$ cat src/rtl/gpio_mux_pkg.sv
// Shared types for the multiplexed GPIO port.
// Assumes a 2-bit register address and a 2-bit PWM mode field.
package gpio_mux_pkg;

    typedef enum logic [1:0] {
        ADDR_PIN = 2'd0,
        ADDR_LAT = 2'd1,
        ADDR_DIR = 2'd2,
        ADDR_CTL = 2'd3
    } reg_addr_e;

    typedef enum logic [1:0] {
        PWM_SINGLE = 2'd0,
        PWM_DUAL   = 2'd1,
        PWM_QUAD   = 2'd2,
        PWM_QUAD_B = 2'd3
    } pwm_mode_e;

endpackage

$ cat src/rtl/gpio_sync.sv
// Multi-stage synchronizer for the raw pad levels.
// Assumes pad_in is asynchronous to clk. All stages clear on reset.
module gpio_sync #(
    parameter int W      = 8,
    parameter int STAGES = 2
) (
    input  logic         clk,
    input  logic         rst_n,
    input  logic [W-1:0] d,
    output logic [W-1:0] q
);
    logic [W-1:0] stage [STAGES];

    // first stage captures the raw pad value
    always_ff @(posedge clk) begin
        if (!rst_n) stage[0] <= '0;
        else        stage[0] <= d;
    end

    for (genvar s = 1; s < STAGES; s++) begin : g_stage
        // each further stage re-registers the stage before it
        always_ff @(posedge clk) begin
            if (!rst_n) stage[s] <= '0;
            else        stage[s] <= stage[s-1];
        end
    end

    assign q = stage[STAGES-1];
endmodule

$ cat src/rtl/gpio_regs.sv
// Register file of the port: output latch, direction, pull-up enable.
// Assumes single-cycle writes and a combinational read mux.
module gpio_regs #(
    parameter int W = 8
) (
    input  logic         clk,
    input  logic         rst_n,
    input  logic         wr,
    input  logic [1:0]   addr,
    input  logic [W-1:0] wdata,
    input  logic [W-1:0] pin_sync,
    output logic [W-1:0] rdata,
    output logic [W-1:0] lat_q,
    output logic [W-1:0] dir_q,
    output logic         pu_en_q
);
    import gpio_mux_pkg::*;

    reg_addr_e a;
    assign a = reg_addr_e'(addr);

    // output latch: loaded by a write to the pin or the latch address
    always_ff @(posedge clk) begin
        if (!rst_n)                                   lat_q <= '0;
        else if (wr && (a == ADDR_PIN || a == ADDR_LAT)) lat_q <= wdata;
    end

    // direction register: all pins are inputs after reset
    always_ff @(posedge clk) begin
        if (!rst_n)                      dir_q <= '1;
        else if (wr && a == ADDR_DIR)    dir_q <= wdata;
    end

    // global pull-up enable in bit 0 of the control address
    always_ff @(posedge clk) begin
        if (!rst_n)                      pu_en_q <= 1'b0;
        else if (wr && a == ADDR_CTL)    pu_en_q <= wdata[0];
    end

    // read mux: the pin address returns synchronized levels
    always_comb begin
        unique case (a)
            ADDR_PIN: rdata = pin_sync;
            ADDR_LAT: rdata = lat_q;
            ADDR_DIR: rdata = dir_q;
            default:  rdata = {{(W-1){1'b0}}, pu_en_q};
        endcase
    end
endmodule

$ cat src/rtl/gpio_pwm_claim.sv
// Decodes the PWM output mode into a per-pin ownership mask.
// Assumes the PWM channels sit on CH consecutive pins starting at BASE.
module gpio_pwm_claim #(
    parameter int W    = 8,
    parameter int BASE = 5,
    parameter int CH   = 3
) (
    input  logic [1:0]   mode,
    output logic [W-1:0] claim
);
    import gpio_mux_pkg::*;

    // single frees all, dual takes the first channel, quad takes all
    always_comb begin
        claim = '0;
        unique case (pwm_mode_e'(mode))
            PWM_DUAL: claim[BASE] = 1'b1;
            PWM_QUAD, PWM_QUAD_B: begin
                for (int k = 0; k < CH; k++) claim[BASE+k] = 1'b1;
            end
            default: claim = '0;
        endcase
    end
endmodule

$ cat src/rtl/gpio_pin_mux.sv
// Per-pin priority mux: PWM over streaming port over GPIO latch.
// Assumes pull-ups are only wanted on plain GPIO inputs.
module gpio_pin_mux #(
    parameter int W    = 8,
    parameter int BASE = 5,
    parameter int CH   = 3
) (
    input  logic [W-1:0]  lat,
    input  logic [W-1:0]  dir,
    input  logic          pu_en,
    input  logic          stream_en,
    input  logic [W-1:0]  stream_dout,
    input  logic [W-1:0]  stream_oe,
    input  logic [W-1:0]  claim,
    input  logic [CH-1:0] pwm_dout,
    input  logic          pwm_shutdown,
    output logic [W-1:0]  pad_out,
    output logic [W-1:0]  pad_oe,
    output logic [W-1:0]  pad_pu,
    output logic [W-1:0]  pad_ttl
);
    for (genvar i = 0; i < W; i++) begin : g_pin
        logic pwm_bit;
        if (i >= BASE && i < BASE + CH) begin : g_pwm
            assign pwm_bit = pwm_dout[i-BASE];
        end else begin : g_nopwm
            assign pwm_bit = 1'b0;
        end

        // pick the owner of this pin and its drive/enable
        always_comb begin
            if (claim[i]) begin
                pad_out[i] = pwm_bit;
                pad_oe[i]  = ~pwm_shutdown;
            end else if (stream_en) begin
                pad_out[i] = stream_dout[i];
                pad_oe[i]  = stream_oe[i];
            end else begin
                pad_out[i] = lat[i];
                pad_oe[i]  = ~dir[i];
            end
        end

        // pull-up only on GPIO-owned inputs; alternate buffer for stream pins
        always_comb begin
            pad_pu[i]  = pu_en & dir[i] & ~claim[i] & ~stream_en;
            pad_ttl[i] = stream_en & ~claim[i];
        end
    end
endmodule

$ cat src/rtl/gpio_mux_port.sv
// Top of the multiplexed GPIO port: registers, synchronizer, PWM decode, pin mux.
// Assumes a synchronous active-low reset and pads driven outside this block.
module gpio_mux_port #(
    parameter int WIDTH       = 8,
    parameter int PWM_BASE    = 5,
    parameter int PWM_CH      = 3,
    parameter int SYNC_STAGES = 2
) (
    input  logic              clk,
    input  logic              rst_n,
    input  logic              reg_wr,
    input  logic [1:0]        reg_addr,
    input  logic [WIDTH-1:0]  reg_wdata,
    output logic [WIDTH-1:0]  reg_rdata,
    input  logic              stream_en,
    input  logic [WIDTH-1:0]  stream_dout,
    input  logic [WIDTH-1:0]  stream_oe,
    output logic [WIDTH-1:0]  stream_din,
    input  logic [1:0]        pwm_mode,
    input  logic [PWM_CH-1:0] pwm_dout,
    input  logic              pwm_shutdown,
    input  logic [WIDTH-1:0]  pad_in,
    output logic [WIDTH-1:0]  pad_out,
    output logic [WIDTH-1:0]  pad_oe,
    output logic [WIDTH-1:0]  pad_pu,
    output logic [WIDTH-1:0]  pad_ttl
);
    logic [WIDTH-1:0] pin_sync;
    logic [WIDTH-1:0] lat_q;
    logic [WIDTH-1:0] dir_q;
    logic             pu_en_q;
    logic [WIDTH-1:0] pwm_claim;

    gpio_sync #(.W(WIDTH), .STAGES(SYNC_STAGES)) u_sync (
        .clk   (clk),
        .rst_n (rst_n),
        .d     (pad_in),
        .q     (pin_sync)
    );

    gpio_regs #(.W(WIDTH)) u_regs (
        .clk      (clk),
        .rst_n    (rst_n),
        .wr       (reg_wr),
        .addr     (reg_addr),
        .wdata    (reg_wdata),
        .pin_sync (pin_sync),
        .rdata    (reg_rdata),
        .lat_q    (lat_q),
        .dir_q    (dir_q),
        .pu_en_q  (pu_en_q)
    );

    gpio_pwm_claim #(.W(WIDTH), .BASE(PWM_BASE), .CH(PWM_CH)) u_claim (
        .mode  (pwm_mode),
        .claim (pwm_claim)
    );

    gpio_pin_mux #(.W(WIDTH), .BASE(PWM_BASE), .CH(PWM_CH)) u_mux (
        .lat          (lat_q),
        .dir          (dir_q),
        .pu_en        (pu_en_q),
        .stream_en    (stream_en),
        .stream_dout  (stream_dout),
        .stream_oe    (stream_oe),
        .claim        (pwm_claim),
        .pwm_dout     (pwm_dout),
        .pwm_shutdown (pwm_shutdown),
        .pad_out      (pad_out),
        .pad_oe       (pad_oe),
        .pad_pu       (pad_pu),
        .pad_ttl      (pad_ttl)
    );

    assign stream_din = pin_sync;
endmodule

$ cat config.mk
export PLATFORM = sky130hd
export DESIGN_NAME = gpio_mux_port
export DESIGN_NICKNAME = d
export VERILOG_FILES = /design/src/rtl/gpio_mux_pkg.sv /design/src/rtl/gpio_sync.sv /design/src/rtl/gpio_regs.sv /design/src/rtl/gpio_pwm_claim.sv /design/src/rtl/gpio_pin_mux.sv /design/src/rtl/gpio_mux_port.sv
export SDC_FILE = /design/constraint.sdc
export NUM_CORES = 1
export LEC_CHECK = 0
export ABC_CLOCK_PERIOD_IN_PS = 950
export BUFFER_PORTS_ARGS = -buffer_cell sky130_fd_sc_hd__buf_2
export CORE_ASPECT_RATIO = 1.4
export CORE_MARGIN = 10
export CORE_UTILIZATION = 42
export CTS_BUF_LIST = sky130_fd_sc_hd__clkbuf_2
export DETAILED_ROUTE_END_ITERATION = 7
export GPL_TIMING_DRIVEN = 0
export PLACE_DENSITY = 0.78
export SLEW_MARGIN = 20
export SYNTH_ARGS = -nofsm -noshare
export SYNTH_HDL_FRONTEND = slang
export SYNTH_HIERARCHICAL = 1
export SYNTH_SLANG_ARGS = --single-unit
$ cat constraint.sdc
create_clock -name clk -period 0.95 [get_ports clk]
set_clock_uncertainty 0.15 [all_clocks]
set_input_delay 0.0475 -clock clk [delete_from_list [all_inputs] [get_ports clk]]
set_output_delay 0.0475 -clock clk [all_outputs]
set_load 0.05 [all_outputs]
======== Word-level counts from Yosys, hierarchy flattened ========
Memories as Yosys holds them, arrays and structs flattened.
Cells that the tools add are included.
storage, ports and cells
  memories ................................ 1
  bits in writable memories ............... 16
  register bits after elaboration ......... 17
  input bits .............................. 44
  output and inout bits ................... 48
  word-level logic and storage cells ...... 83
cells by class
  equality and inequality tests ........... 6
  muxes and demuxes ....................... 29
  reduce and logical (&&, ||, !) cells .... 7
  bitwise logic cells ..................... 37
memories
  name          words  width  read ports  clocked after Yosys merged registers in  write ports  RTL line         source
  u_sync.stage  2      8      2           0                                        2            gpio_sync.sv:12  logic [W-1:0] stage [STAGES];
operator list
  operator                                                                number
  1-bit 2-to-1 mux                                                        25
  8-bit case mux with 3 select lines                                      1
  1-bit bitwise AND                                                       22
  8-bit 2-to-1 mux                                                        2
  1-bit inverter                                                          13
  2-bit equality test (second input constant)                             4
  2-bit by 1-bit equality test with 1-bit output (second input constant)  2
  1-bit logical AND                                                       3
  3-bit OR reduction                                                      1
  2-bit zero test                                                         1
  2-bit 2-to-1 mux                                                        1
  1-bit OR                                                                2
  2-bit OR reduction                                                      1
  1-bit logical OR                                                        1

======== Longest topological paths before layout ========
  depth in word-level cells ............... 6
  mapped depth ............................ 4

======== Cells and area by module ========
The synthesis kept the hierarchy.
by module, submodules not included
  module          area an instance (sq um)  cells each  instances
  gpio_regs       864.6                     103         1
  gpio_pin_mux    446.7                     73          1
  gpio_sync       446.7                     33          1
  gpio_pwm_claim  58.8                      9           1

======== Least setup slack after synthesis ========
No wires, ideal clock.
  path type ............................... register to output
  start point ............................. register u_regs.pu_en_q
  end point ............................... output pad_pu[6]
  slack ................................... -0.967 ns
  required time ........................... 0.752 ns
  cell stages (with the launch flop) ...... 4
  arrival time ............................ 1.720 ns
  path through ............................ dfxtp_1 nand2b_1 clkbuf_1 nor3b_1
on the way
  longest elaborated chain between the ends .. 3
RTL lines
  element                         RTL line             source
  start: declaration              gpio_regs.sv:15      output logic pu_en_q
  start signal: assignment        gpio_regs.sv:37      else if (wr && a == ADDR_CTL) pu_en_q <= wdata[0];
  1-bit bitwise AND (3 in a row)  gpio_pin_mux.sv:46   pad_pu[i] = pu_en & dir[i] & ~claim[i] & ~stream_en;
  end: declaration                gpio_mux_port.sv:25  output logic [WIDTH-1:0] pad_pu,
No other way between the ends.

======== Worst setup path after layout ========
  start point ............................. register u_regs.lat_q[0]
  end point ............................... output reg_rdata[0]
on the way
  longest elaborated chain between the ends .. 1
RTL lines
  element                             RTL line             source
  start: declaration                  gpio_regs.sv:13      output logic [W-1:0] lat_q,
  start signal: assignment            gpio_regs.sv:25      else if (wr && (a == ADDR_PIN || a == ADDR_LAT)) lat_q <= wdata;
  8-bit case mux with 3 select lines  gpio_regs.sv:42      unique case (a)
  end: declaration                    gpio_mux_port.sv:14  output logic [WIDTH-1:0] reg_rdata,
No other way between the ends.

==> flow_metrics.env <==
export IMPL_status="finished, violations left"
export IMPL_violations="hold timing, setup timing"
export IMPL_cts_buffers=5
export IMPL_drc=0
export IMPL_worst_slack_ns=-0.7031
export IMPL_rr_endpoint="u_regs/lat_q[7]"
export IMPL_nets=380
export IMPL_grt_pass1_wl_mm=10.52
export IMPL_timing_rr_start="u_regs/lat_q[7]"
export IMPL_cp_required_ns=0.75
export IMPL_synth_edf_count=0
export IMPL_antenna_found_initial=0
export IMPL_num_vias=2093
export IMPL_cap_violations=0
export IMPL_first_global_vias=2067
export IMPL_fin_tns_setup_ns=-18.24
export IMPL_leakage_nw=1.548
export IMPL_slowest_delay_ns=0.48
export IMPL_rows=28
export IMPL_diodes=0
export IMPL_fill_cells=200
export IMPL_pin_count=92
export IMPL_startpoint="u_regs/lat_q[0]"
export IMPL_synth_seq_cells=33
export IMPL_ys_types=25
export IMPL_hp_class="input pin to register"
export IMPL_stdcell_count=382
export IMPL_start_util=0.4321
export IMPL_path_cells="mux4_2 > buf_6"
export IMPL_crit_end="reg_rdata[0]"
export IMPL_dieArea_mm2=0.007394
export IMPL_hold_viol_final=7
export IMPL_synthArstFlopShare=0
export IMPL_max_freq_mhz=604.9
export IMPL_place_congestion=0.8194
export IMPL_avgSynthCellArea_um2=8.334
export IMPL_ys_seq_area_frac=0.3636
export IMPL_cts_tree="done"
export IMPL_path_clk_slew_ns=0.16
export IMPL_register_area_um2=749.5
export IMPL_final_common_cell="nand2_1"
export IMPL_drive_gt1_frac=0.6736
export IMPL_cp_start_kind="register"
export IMPL_power_density_mw_per_mm2=1060
export IMPL_cpMaxStageDelayCell="mux4_2"
export IMPL_multi_input_area_mm2=0.001594
export IMPL_min_period_over_period=1.740
export IMPL_fin_crit_ns=1.653
export IMPL_grt_total_usage=0.1824
export IMPL_endpoint_kind="output port"
export IMPL_area_delta_synth_final_pct=98.48
export IMPL_grt_ovfl_total=0
export IMPL_die_h_um=97.82
export IMPL_drtAntennaViolNets=0
export IMPL_avgViaCountPerCell=5.479
export IMPL_ir_drop_mv=0.9743
export IMPL_rrSetupSlack_ns=0.11
export IMPL_path_class="register to output port"
export IMPL_drv_slew=0
export IMPL_clock_latency_ns=0.38
export IMPL_grt_max_degree=11
export IMPL_post_cts_buffers=0
export IMPL_drt_initial_drc_count=140
export IMPL_crit_arrival_ns=1.46
export IMPL_syn_inst=218
export IMPL_dr_pass1_iters=4
export IMPL_root_buffer="clkbuf_2"
export IMPL_dp_hpwl_mm=4.761
export IMPL_synthFlopType="dfxtp_1"
export IMPL_routedWlPerCell_um=20.06
export IMPL_drt_total_wl_mm=7.664
export IMPL_cts_sinks=33
export IMPL_yosysWarnings=6
export IMPL_rr_worst_depth=2
export IMPL_holdWs_ns=-0.1551
export IMPL_setup_viol=47
export IMPL_path_max_fanout=3
export IMPL_rsz0062_at_grt="true"
export IMPL_cts_path_max_buffers=2
export IMPL_portBuffers=90
export IMPL_die_x_um=75.59
export IMPL_htreeDepth=2
export IMPL_synth_area_mm2=0.001817
export IMPL_final_cell_mix="nand2_1, buf_2, buf_6, buf_8, dfxtp_4"
export IMPL_placed_cells=357
export IMPL_coreArea_mm2=0.004204
## worst min path at each step
stage / start / to / cells past startpoint
4_1_cts: reg_addr[0] / u_regs/dir_q[4] / 4
3_3_place_gp: pad_in[1] / u_sync/stage[0][1] / 2
6_report: reg_wr / u_regs/pu_en_q / 3
3_5_place_dp: pad_in[3] / u_sync/stage[0][3] / 2
2_1_floorplan: reg_wdata[5] / u_regs/dir_q[5] / 2
5_1_grt: reg_wr / u_regs/pu_en_q / 3
## power breakdown
part	internal [mW]	leakage, nW	switching (mW)
sequential	1.42	0.283	0.0807
combinational	0.741	1.23	0.901
clock	0.217	0.0332	0.461
total	2.38	1.55	1.44
## layer usage
| metal | wire length [um] | track usage |
|---|---|---|
| met5 | 0 | 0 |
| met4 | 272 | 0.04735 |
| met3 | 663 | 0.06383 |
| met2 | 4263 | 0.3513 |
| met1 | 2466 | 0.1697 |
## what timing repair did
action                     CTS  global route
pin swaps                   11             4
setup endpoints to repair   48            63
resized for setup          131            33
hold buffers                18             1
hold endpoints to repair    33            24
## metrics by stage
| step | area [um2] | total power, mW | hold slack [ns] | utilization | worst slack (ns) |
|---|---|---|---|---|---|
| after floorplan | 2338 | 2.510 | 0.01951 | - | -0.3095 |
| after CTS | 3468 | 3.691 | -0.06188 | 0.8250 | -0.6375 |
| after detailed placement | 2845 | 2.794 | 0.1214 | 0.6768 | -0.3929 |
| final | 3606 | 3.821 | -0.1551 | 0.8577 | -0.7031 |
| after global routing | 3606 | 3.956 | -0.1627 | 0.8577 | -0.7424 |
| after global placement | 2845 | 2.771 | 0.1164 | 0.6768 | -0.3841 |
## synth_stat cells (2+ instances only)
cell / number / area, um2
mux2i_1: 15 / 150.1
and2_1: 12 / 75.07
and2_2: 12 / 90.09
buf_6: 2 / 22.52
nand3_1: 10 / 50.05
o21ai_1: 8 / 40.04
clkbuf_1: 3 / 11.26
buf_2: 5 / 25.02
nand2_1: 51 / 191.4
nand2b_1: 2 / 12.51
dfxtp_1: 33 / 660.6
a21boi_2: 8 / 90.09
nor2_1: 13 / 48.80
o31a_1: 8 / 70.07
nor3b_1: 8 / 60.06
o21ai_0: 3 / 15.01
buf_4: 9 / 67.56
nor2b_1: 9 / 56.30
## final cells by class
cell class | instances | share of cell area
Multi-Input combinational cell | 169 | 0.4421
Timing Repair Buffer | 107 | 0.2752
Sequential cell | 33 | 0.2078
Buffer | 20 | 0.04823
Tap cell | 45 | 0.01561
Clock buffer | 8 | 0.01110
## flip-flops by register name, summed over array words and instances, names as in the netlist
name / count
u_regs/dir_q: 8
u_regs/pu_en_q: 1
u_regs/lat_q: 8
u_sync/stage: 16
## critical path, delay by kind of cell, from the launching register on
family	cells	cell delay, ns
buf+inv	1	0.17
mux	1	0.48
flops	1	0.39
## kinds of logic (layout without fill, tap and decap cells)
kind of cell	count (synthesis)	in the layout	share of synthesized area
AND/OR/NAND/NOR	121	121	0.3492
flip-flops	33	33	0.3636
AO/OA/AOI/OAI	27	27	0.1185
buffers and inverters	20	135	0.07162
multiplexers	16	16	0.09504
other	1	5	0.002064
No activity file was read; power rests on OpenSTA's default activity.
